## src/rtl/box_track_pkg.sv

```systemverilog
package box_track_pkg;

  // Flags describing the stream events seen in one cycle.
  typedef struct packed {
    logic frame_start;
    logic frame_end;
    logic line_end;
    logic pix_ok;
  } stream_ev_t;

  // True when a candidate coordinate extends the current extent.
  function automatic logic beats(input logic want_min,
                                 input logic [31:0] cand,
                                 input logic [31:0] base);
    return want_min ? (cand < base) : (cand > base);
  endfunction

  // Midpoint of two coordinates, summed wide so nothing is lost.
  function automatic logic [31:0] midpoint(input logic [31:0] a,
                                           input logic [31:0] b);
    logic [32:0] sum;
    sum = {1'b0, a} + {1'b0, b};
    return sum[32:1];
  endfunction

endpackage

```

## src/rtl/frame_sync.sv

```systemverilog
module frame_sync (
  input  logic                     clk,
  input  logic                     rst_n,
  input  logic                     line_valid,
  input  logic                     frame_valid,
  output box_track_pkg::stream_ev_t ev
);
  logic lv_q;
  logic fv_q;

  always_ff @(posedge clk) begin
    if (!rst_n) begin
      lv_q <= 1'b0;
      fv_q <= 1'b0;
    end else begin
      lv_q <= line_valid;
      fv_q <= frame_valid;
    end
  end

  always_comb begin
    ev.frame_start = frame_valid & ~fv_q;
    ev.frame_end   = ~frame_valid & fv_q;
    ev.line_end    = lv_q & ~line_valid & frame_valid & fv_q;
    ev.pix_ok      = line_valid & frame_valid;
  end

endmodule

```

## src/rtl/pos_counter.sv

```systemverilog
module pos_counter #(
  parameter int XW = 10,
  parameter int YW = 9
) (
  input  logic          clk,
  input  logic          rst_n,
  input  logic          frame_start,
  input  logic          line_end,
  input  logic          pix_ok,
  output logic [XW-1:0] cur_x,
  output logic [YW-1:0] cur_y
);
  logic [XW-1:0] x_q;
  logic [YW-1:0] y_q;

  // Position of the pixel in this cycle; a frame start restarts at the origin.
  assign cur_x = frame_start ? '0 : x_q;
  assign cur_y = frame_start ? '0 : y_q;

  always_ff @(posedge clk) begin
    if (!rst_n) begin
      x_q <= '0;
      y_q <= '0;
    end else if (frame_start) begin
      x_q <= pix_ok ? XW'(1) : '0;
      y_q <= '0;
    end else if (line_end) begin
      x_q <= '0;
      y_q <= y_q + YW'(1);
    end else if (pix_ok) begin
      x_q <= x_q + XW'(1);
    end
  end

  // a line end returns the column to zero and steps the row
  assert_line_wrap_R2: assert property (@(posedge clk) disable iff (!rst_n)
    line_end && !frame_start |=> (x_q == '0) && (y_q == $past(y_q) + YW'(1)));

  // without a qualified pixel or event the column stays put
  assert_col_hold_R1: assert property (@(posedge clk) disable iff (!rst_n)
    !pix_ok && !frame_start && !line_end |=> $stable(x_q));

  // a frame start leaves the row at zero
  assert_row_restart_R3: assert property (@(posedge clk) disable iff (!rst_n)
    frame_start |=> (y_q == '0));

endmodule

```

## src/rtl/extent_tracker.sv

```systemverilog
module extent_tracker #(
  parameter int W      = 10,
  parameter bit IS_MIN = 1'b1,
  parameter int LIMIT  = 639
) (
  input  logic         clk,
  input  logic         rst_n,
  input  logic         init,
  input  logic         hit,
  input  logic [W-1:0] coord,
  output logic [W-1:0] ext
);
  localparam logic [W-1:0] START = IS_MIN ? W'(LIMIT) : '0;

  logic [W-1:0] ext_q;
  logic [W-1:0] base;
  logic         take;
  logic [W-1:0] nxt;

  always_comb begin
    base = init ? START : ext_q;
    take = hit && box_track_pkg::beats(IS_MIN, 32'(coord), 32'(base));
    nxt  = take ? coord : base;
  end

  always_ff @(posedge clk) begin
    if (!rst_n)            ext_q <= START;
    else if (init || hit)  ext_q <= nxt;
  end

  assign ext = ext_q;

  // after a marker pixel the extent covers it
  assert_covers_hit_R4: assert property (@(posedge clk) disable iff (!rst_n)
    hit |=> (IS_MIN ? (ext_q <= $past(coord)) : (ext_q >= $past(coord))));

  // within a frame the extent only widens
  assert_only_widens_R5: assert property (@(posedge clk) disable iff (!rst_n)
    !init |=> (IS_MIN ? (ext_q <= $past(ext_q)) : (ext_q >= $past(ext_q))));

endmodule

```

## src/rtl/marker_box_tracker.sv

```systemverilog
module marker_box_tracker #(
  parameter  int FRAME_W = 640,
  parameter  int FRAME_H = 480,
  localparam int XW      = $clog2(FRAME_W + 1),
  localparam int YW      = $clog2(FRAME_H + 1)
) (
  input  logic          clk,
  input  logic          rst_n,
  input  logic          mask_bit,
  input  logic          line_valid,
  input  logic          frame_valid,
  output logic          box_valid,
  output logic          marker_found,
  output logic [XW-1:0] x_lo,
  output logic [XW-1:0] x_hi,
  output logic [YW-1:0] y_lo,
  output logic [YW-1:0] y_hi,
  output logic [XW-1:0] ctr_x,
  output logic [YW-1:0] ctr_y
);
  box_track_pkg::stream_ev_t ev;
  logic [XW-1:0] cur_x;
  logic [YW-1:0] cur_y;
  logic          hit;
  logic          seen_q;
  logic [XW-1:0] x_ext [2];
  logic [YW-1:0] y_ext [2];

  frame_sync u_sync (
    .clk         (clk),
    .rst_n       (rst_n),
    .line_valid  (line_valid),
    .frame_valid (frame_valid),
    .ev          (ev)
  );

  pos_counter #(.XW(XW), .YW(YW)) u_pos (
    .clk         (clk),
    .rst_n       (rst_n),
    .frame_start (ev.frame_start),
    .line_end    (ev.line_end),
    .pix_ok      (ev.pix_ok),
    .cur_x       (cur_x),
    .cur_y       (cur_y)
  );

  assign hit = ev.pix_ok & mask_bit;

  // Index 0 tracks the minimum, index 1 the maximum.
  for (genvar k = 0; k < 2; k++) begin : g_ext
    extent_tracker #(.W(XW), .IS_MIN(k == 0), .LIMIT(FRAME_W - 1)) u_x (
      .clk   (clk),
      .rst_n (rst_n),
      .init  (ev.frame_start),
      .hit   (hit),
      .coord (cur_x),
      .ext   (x_ext[k])
    );
    extent_tracker #(.W(YW), .IS_MIN(k == 0), .LIMIT(FRAME_H - 1)) u_y (
      .clk   (clk),
      .rst_n (rst_n),
      .init  (ev.frame_start),
      .hit   (hit),
      .coord (cur_y),
      .ext   (y_ext[k])
    );
  end

  always_ff @(posedge clk) begin
    if (!rst_n)                seen_q <= 1'b0;
    else if (ev.frame_start)   seen_q <= hit;
    else if (hit)              seen_q <= 1'b1;
  end

  always_ff @(posedge clk) begin
    if (!rst_n) begin
      box_valid    <= 1'b0;
      marker_found <= 1'b0;
      x_lo         <= '0;
      x_hi         <= '0;
      y_lo         <= '0;
      y_hi         <= '0;
      ctr_x        <= '0;
      ctr_y        <= '0;
    end else begin
      box_valid <= ev.frame_end;
      if (ev.frame_end) begin
        marker_found <= seen_q;
        if (seen_q) begin
          x_lo  <= x_ext[0];
          x_hi  <= x_ext[1];
          y_lo  <= y_ext[0];
          y_hi  <= y_ext[1];
          ctr_x <= XW'(box_track_pkg::midpoint(32'(x_ext[0]), 32'(x_ext[1])));
          ctr_y <= YW'(box_track_pkg::midpoint(32'(y_ext[0]), 32'(y_ext[1])));
        end
      end
    end
  end

  // the strobe lasts one cycle and follows the drop of frame_valid
  assert_strobe_single_R7: assert property (@(posedge clk) disable iff (!rst_n)
    box_valid |=> !box_valid);
  assert_strobe_timing_R7: assert property (@(posedge clk) disable iff (!rst_n)
    box_valid |-> $past(ev.frame_end));
  assert_hold_between_R7: assert property (@(posedge clk) disable iff (!rst_n)
    !box_valid |-> $stable(ctr_x) && $stable(ctr_y) && $stable(x_lo) && $stable(y_hi));

  // centre lies inside the box, within half a pixel of the middle
  assert_centre_inside_R6: assert property (@(posedge clk) disable iff (!rst_n)
    box_valid && marker_found |->
      (x_lo <= x_hi) && (y_lo <= y_hi) &&
      ((32'(x_lo) + 32'(x_hi) - 2 * 32'(ctr_x)) <= 32'd1) &&
      ((32'(y_lo) + 32'(y_hi) - 2 * 32'(ctr_y)) <= 32'd1));

  // an empty frame keeps the previous result
  assert_empty_hold_R8: assert property (@(posedge clk) disable iff (!rst_n)
    box_valid && !marker_found |-> $stable(ctr_x) && $stable(ctr_y) &&
                                   $stable(x_hi) && $stable(y_lo));

endmodule

```

## config.mk

```make
export PLATFORM = sky130hd
export DESIGN_NAME = marker_box_tracker
export DESIGN_NICKNAME = d
export VERILOG_FILES = /design/src/rtl/box_track_pkg.sv /design/src/rtl/frame_sync.sv /design/src/rtl/pos_counter.sv /design/src/rtl/extent_tracker.sv /design/src/rtl/marker_box_tracker.sv
export SDC_FILE = /design/constraint.sdc
export NUM_CORES = 1
export LEC_CHECK = 0
export CAP_MARGIN = 30
export CORE_MARGIN = 2
export CORE_UTILIZATION = 55
export DETAILED_ROUTE_END_ITERATION = 10
export PLACE_DENSITY = 0.78
export RECOVER_POWER = 25
export SYNTH_ARGS = -nofsm -noshare
export SYNTH_HDL_FRONTEND = slang
export SYNTH_SLANG_ARGS = --single-unit
export TNS_END_PERCENT = 5
```

## constraint.sdc

```tcl
create_clock -name clk -period 4.5 [get_ports clk]
set_clock_uncertainty 0.05 [all_clocks]
set_input_delay 0.9 -clock clk [delete_from_list [all_inputs] [get_ports clk]]
set_output_delay 0.9 -clock clk [all_outputs]
set_load 0.005 [all_outputs]
```

==> impl_metrics.tcl <==
set metrics [dict create \
    drt-total-wl_um 15300 \
    cp.arrival_ps 4150 \
    timing.hold.ws_ps 400 \
    wl_met3_um 949 \
    layout.nets 853 \
    fillcell_total 894 \
    via_count_of_the_first_global_routing_pass 5179 \
    initial_antenna_violation_count 0 \
    detailed_place_hpwl_um 11000 \
    tritoncts "built" \
    violations "capacitance limit, slew limit" \
    vdd_drop_max_mv 0.272 \
    postSynthRegisterBits 119 \
    detail_route.wirelength.met1_um 7180 \
    timing.critical_path.buf_inv 3 \
    syn-mean-instance-area_um2 8.18 \
    multiInputGateArea_um2 3440 \
    cts_hold_buffers 0 \
    power_density_nw_per_um2 347 \
    drc 0 \
    routed_via_density 5.84 \
    seq_area_frac_synth 0.392 \
    path_delay_family "buffers and inverters" \
    synth_nets 797 \
    fin_util 0.684 \
    postCtsResizedCells 0 \
    max-clock-path-buffers 2 \
    report.final.slew_viol_count 57 \
    synth.distinct_cells 55 \
    largest_driver_fanout_on_the_critical_path 56 \
    route.top_layer_used "met4" \
    areaGrowthSynthToFinish_pct 21.5 \
    routed-wl-met2_um 6910 \
    drt_iter0_markers 360 \
    floorplan.initialDensity 0.563 \
    dominantRegCellSynth "sky130_fd_sc_hd__dfxtp_1" \
    global_route_wire_length_before_repair_um 24900 \
    timing.max_slew.rel_slack -0.464 \
    leakage_uw 0.00282 \
    postSynth.asyncResetShare 0 \
    die-area_um2 11900 \
    critical_path.cell_chain "clkdlybuf4s50_1 > buf_4 > nor3b_1 > clkbuf_1 > nand2_1 > o41ai_1" \
    critPathLaunchType "input pin" \
    port_buffers 63 \
    dieHeight_um 109 \
    clk-insertion-delay-late_ps 540 \
    count_of_flip_flops_with_a_built_in_enable_after_synthesis 0 \
    cpPeakStageDelay_ps 1590 \
    slowest_stage "sky130_fd_sc_hd__clkbuf_1" \
    fmax_ghz 0.266 \
    std_cell_rows 38 \
    design_power_total_uw 2560 \
    gate_count_post_synth 742 \
    final_hold_viol_count 0 \
    post_drt_wl_per_cell_um 16.1 \
    diodes 0 \
    pin_count_of_the_biggest_net_entering_global_routing 57 \
    post_cts.repair.setup_buffers 0 \
    fp.dieW_um 109 \
    drt_first_pass_iters 7 \
    finalSetupTns_ps 0 \
    maxCapViolCount 1 \
    ff_latch_area_um2 2380 \
    grt_use_total 0.271 \
    timing.hold.worst.class "register to register" \
    worst_pin_slew_ps 2200 \
    cts.reportedPaths.clkPinSlew_ps 60 \
    yosys_warnings 0 \
    cts_buf_count 17 \
    gr-total-overflow 0 \
    antenna_violating_nets_post_route 0 \
    final_setup_vio_count 0 \
    setup.worst_path.class "input pin to register" \
    layout-drive-gt1-share 0.0506 \
    place.gp.congestion 0.908 \
    cts.root.buffer_cell "sky130_fd_sc_hd__clkbuf_8" \
    htreeDepth 4 \
    cts.sink_count 119 \
    syn-cell-area_um2 6070 \
    rsz0062_at_grt "no" \
    detailroute.via_count 5549 \
    final_worst_path_cycle_share 0.836 \
    critical_path_required_ps 4880 \
    finalCriticalPeriod_ps 3760 \
    timing.critical_path.to_type "register" \
    design.core.area_um2 10800 \
    design.portCount 64 \
    run_status "finished, violations left" \
]
tightest hold or removal path, stage by stage, from the launching register on:
cell                      delay (ps)
sky130_fd_sc_hd__dfxtp_1         300
sky130_fd_sc_hd__nand2_1          50
sky130_fd_sc_hd__a21oi_1          50
power by group:
group	switching [µW]	internal, µW
combinational	69.6	38.5
sequential	12.8	1070
clock	467	907
total	549	2010
state kept, by name, indices dropped and copies added (netlist names), 10 cells and up:
signal         count
u_pos.x_q         10
ctr_x             10
g_ext.u_y.ext     18
x_hi              10
x_lo              10
g_ext.u_x.ext     20
cells by family after synthesis:
| logic type | share of synthesized area |
|---|---|
| flops | 0.392 |
| fa+ha+maj | 0.106 |
| simple gates | 0.234 |
| buf+inv | 0.0404 |
| mux | 0.0363 |
| compound gates | 0.165 |
| xor+xnor | 0.0260 |
cells in the final DEF, fill, tap and decap left out, types with 9 or more instances in the layout:
cell	count
sky130_fd_sc_hd__xnor2_1	9
sky130_fd_sc_hd__ha_1	48
sky130_fd_sc_hd__nor3_1	19
sky130_fd_sc_hd__a21oi_1	80
sky130_fd_sc_hd__mux2i_1	22
sky130_fd_sc_hd__nand2_1	129
sky130_fd_sc_hd__clkbuf_16	16
sky130_fd_sc_hd__nand3_1	14
sky130_fd_sc_hd__clkdlybuf4s50_1	45
sky130_fd_sc_hd__dlygate4sd3_1	18
sky130_fd_sc_hd__dfxtp_1	119
sky130_fd_sc_hd__and2_1	19
sky130_fd_sc_hd__nor2_1	72
sky130_fd_sc_hd__a211o_1	12
sky130_fd_sc_hd__inv_1	15
sky130_fd_sc_hd__buf_4	11
sky130_fd_sc_hd__o21ai_0	27
sky130_fd_sc_hd__xor2_1	9
sky130_fd_sc_hd__nor2b_1	16
layer usage:
metal / vias up / GRT usage
met5: - / 0
met4: 0 / 0.106
met3: 25 / 0.0634
met2: 194 / 0.417
met1: 2627 / 0.366
li1: 2703 / -
stage by stage:
stage          std cells  area (µm²)  setup WS (ps)
2_1_floorplan        742        6070           1070
3_3_place_gp         918        6800            419
3_5_place_dp         919        6810            309
4_1_cts              950        7400            870
5_1_grt              950        7380            359
6_report             950        7380            736
cells in the mapped netlist (all sizes together) (2+ instances only):
cell type / number / area share
fa: 2 / 0.0066
inv: 15 / 0.0093
nor3: 19 / 0.016
nand2: 129 / 0.080
xnor2: 9 / 0.013
o21ai: 34 / 0.028
and3: 6 / 0.0062
nand4: 8 / 0.0082
a21oi: 80 / 0.066
a31oi: 4 / 0.0041
buf: 24 / 0.021
or3: 4 / 0.0041
o41ai: 2 / 0.0029
a211oi: 4 / 0.0049
o21a: 4 / 0.0049
dfxtp: 119 / 0.39
a41o: 2 / 0.0033
xor2: 9 / 0.013
nor4: 6 / 0.0062
and4: 2 / 0.0029
clkbuf: 17 / 0.011
a2111oi: 2 / 0.0029
and2: 21 / 0.022
nor2b: 16 / 0.016
a21boi: 3 / 0.0037
nor2: 72 / 0.045
mux2i: 22 / 0.036
nand3: 14 / 0.012
a41oi: 3 / 0.0056
a211o: 12 / 0.017
or4: 2 / 0.0025
a311oi: 2 / 0.0029
ha: 48 / 0.099
o211ai: 2 / 0.0025
a21o: 4 / 0.0049
nand2b: 8 / 0.0082
worst paths after layout:
kind	from	endpoint	slack, ps	cells after the start
setup reg to reg	u_sync.fv_q$_SDFF_PN0_	g_ext[0].u_y.ext[4]$_SDFFE_PN1P_	1070	11
hold reg to reg	x_hi[7]$_SDFFE_PN0P_	x_hi[7]$_SDFFE_PN0P_	400	2
hold / removal	x_hi[7]$_SDFFE_PN0P_	x_hi[7]$_SDFFE_PN0P_	400	2
setup / recovery	frame_valid	ctr_x[4]$_SDFFE_PN0P_	740	6
cell type report:
| class | instances | area share |
|---|---|---|
| Multi-Input combinational cell | 567 | 0.467 |
| Tap cell | 140 | 0.0237 |
| Inverter | 15 | 0.00763 |
| Clock buffer | 22 | 0.0600 |
| Timing Repair Buffer | 78 | 0.0987 |
| Clock inverter | 9 | 0.0203 |
| Sequential cell | 119 | 0.323 |
No activity file was read; power rests on OpenSTA's default activity.
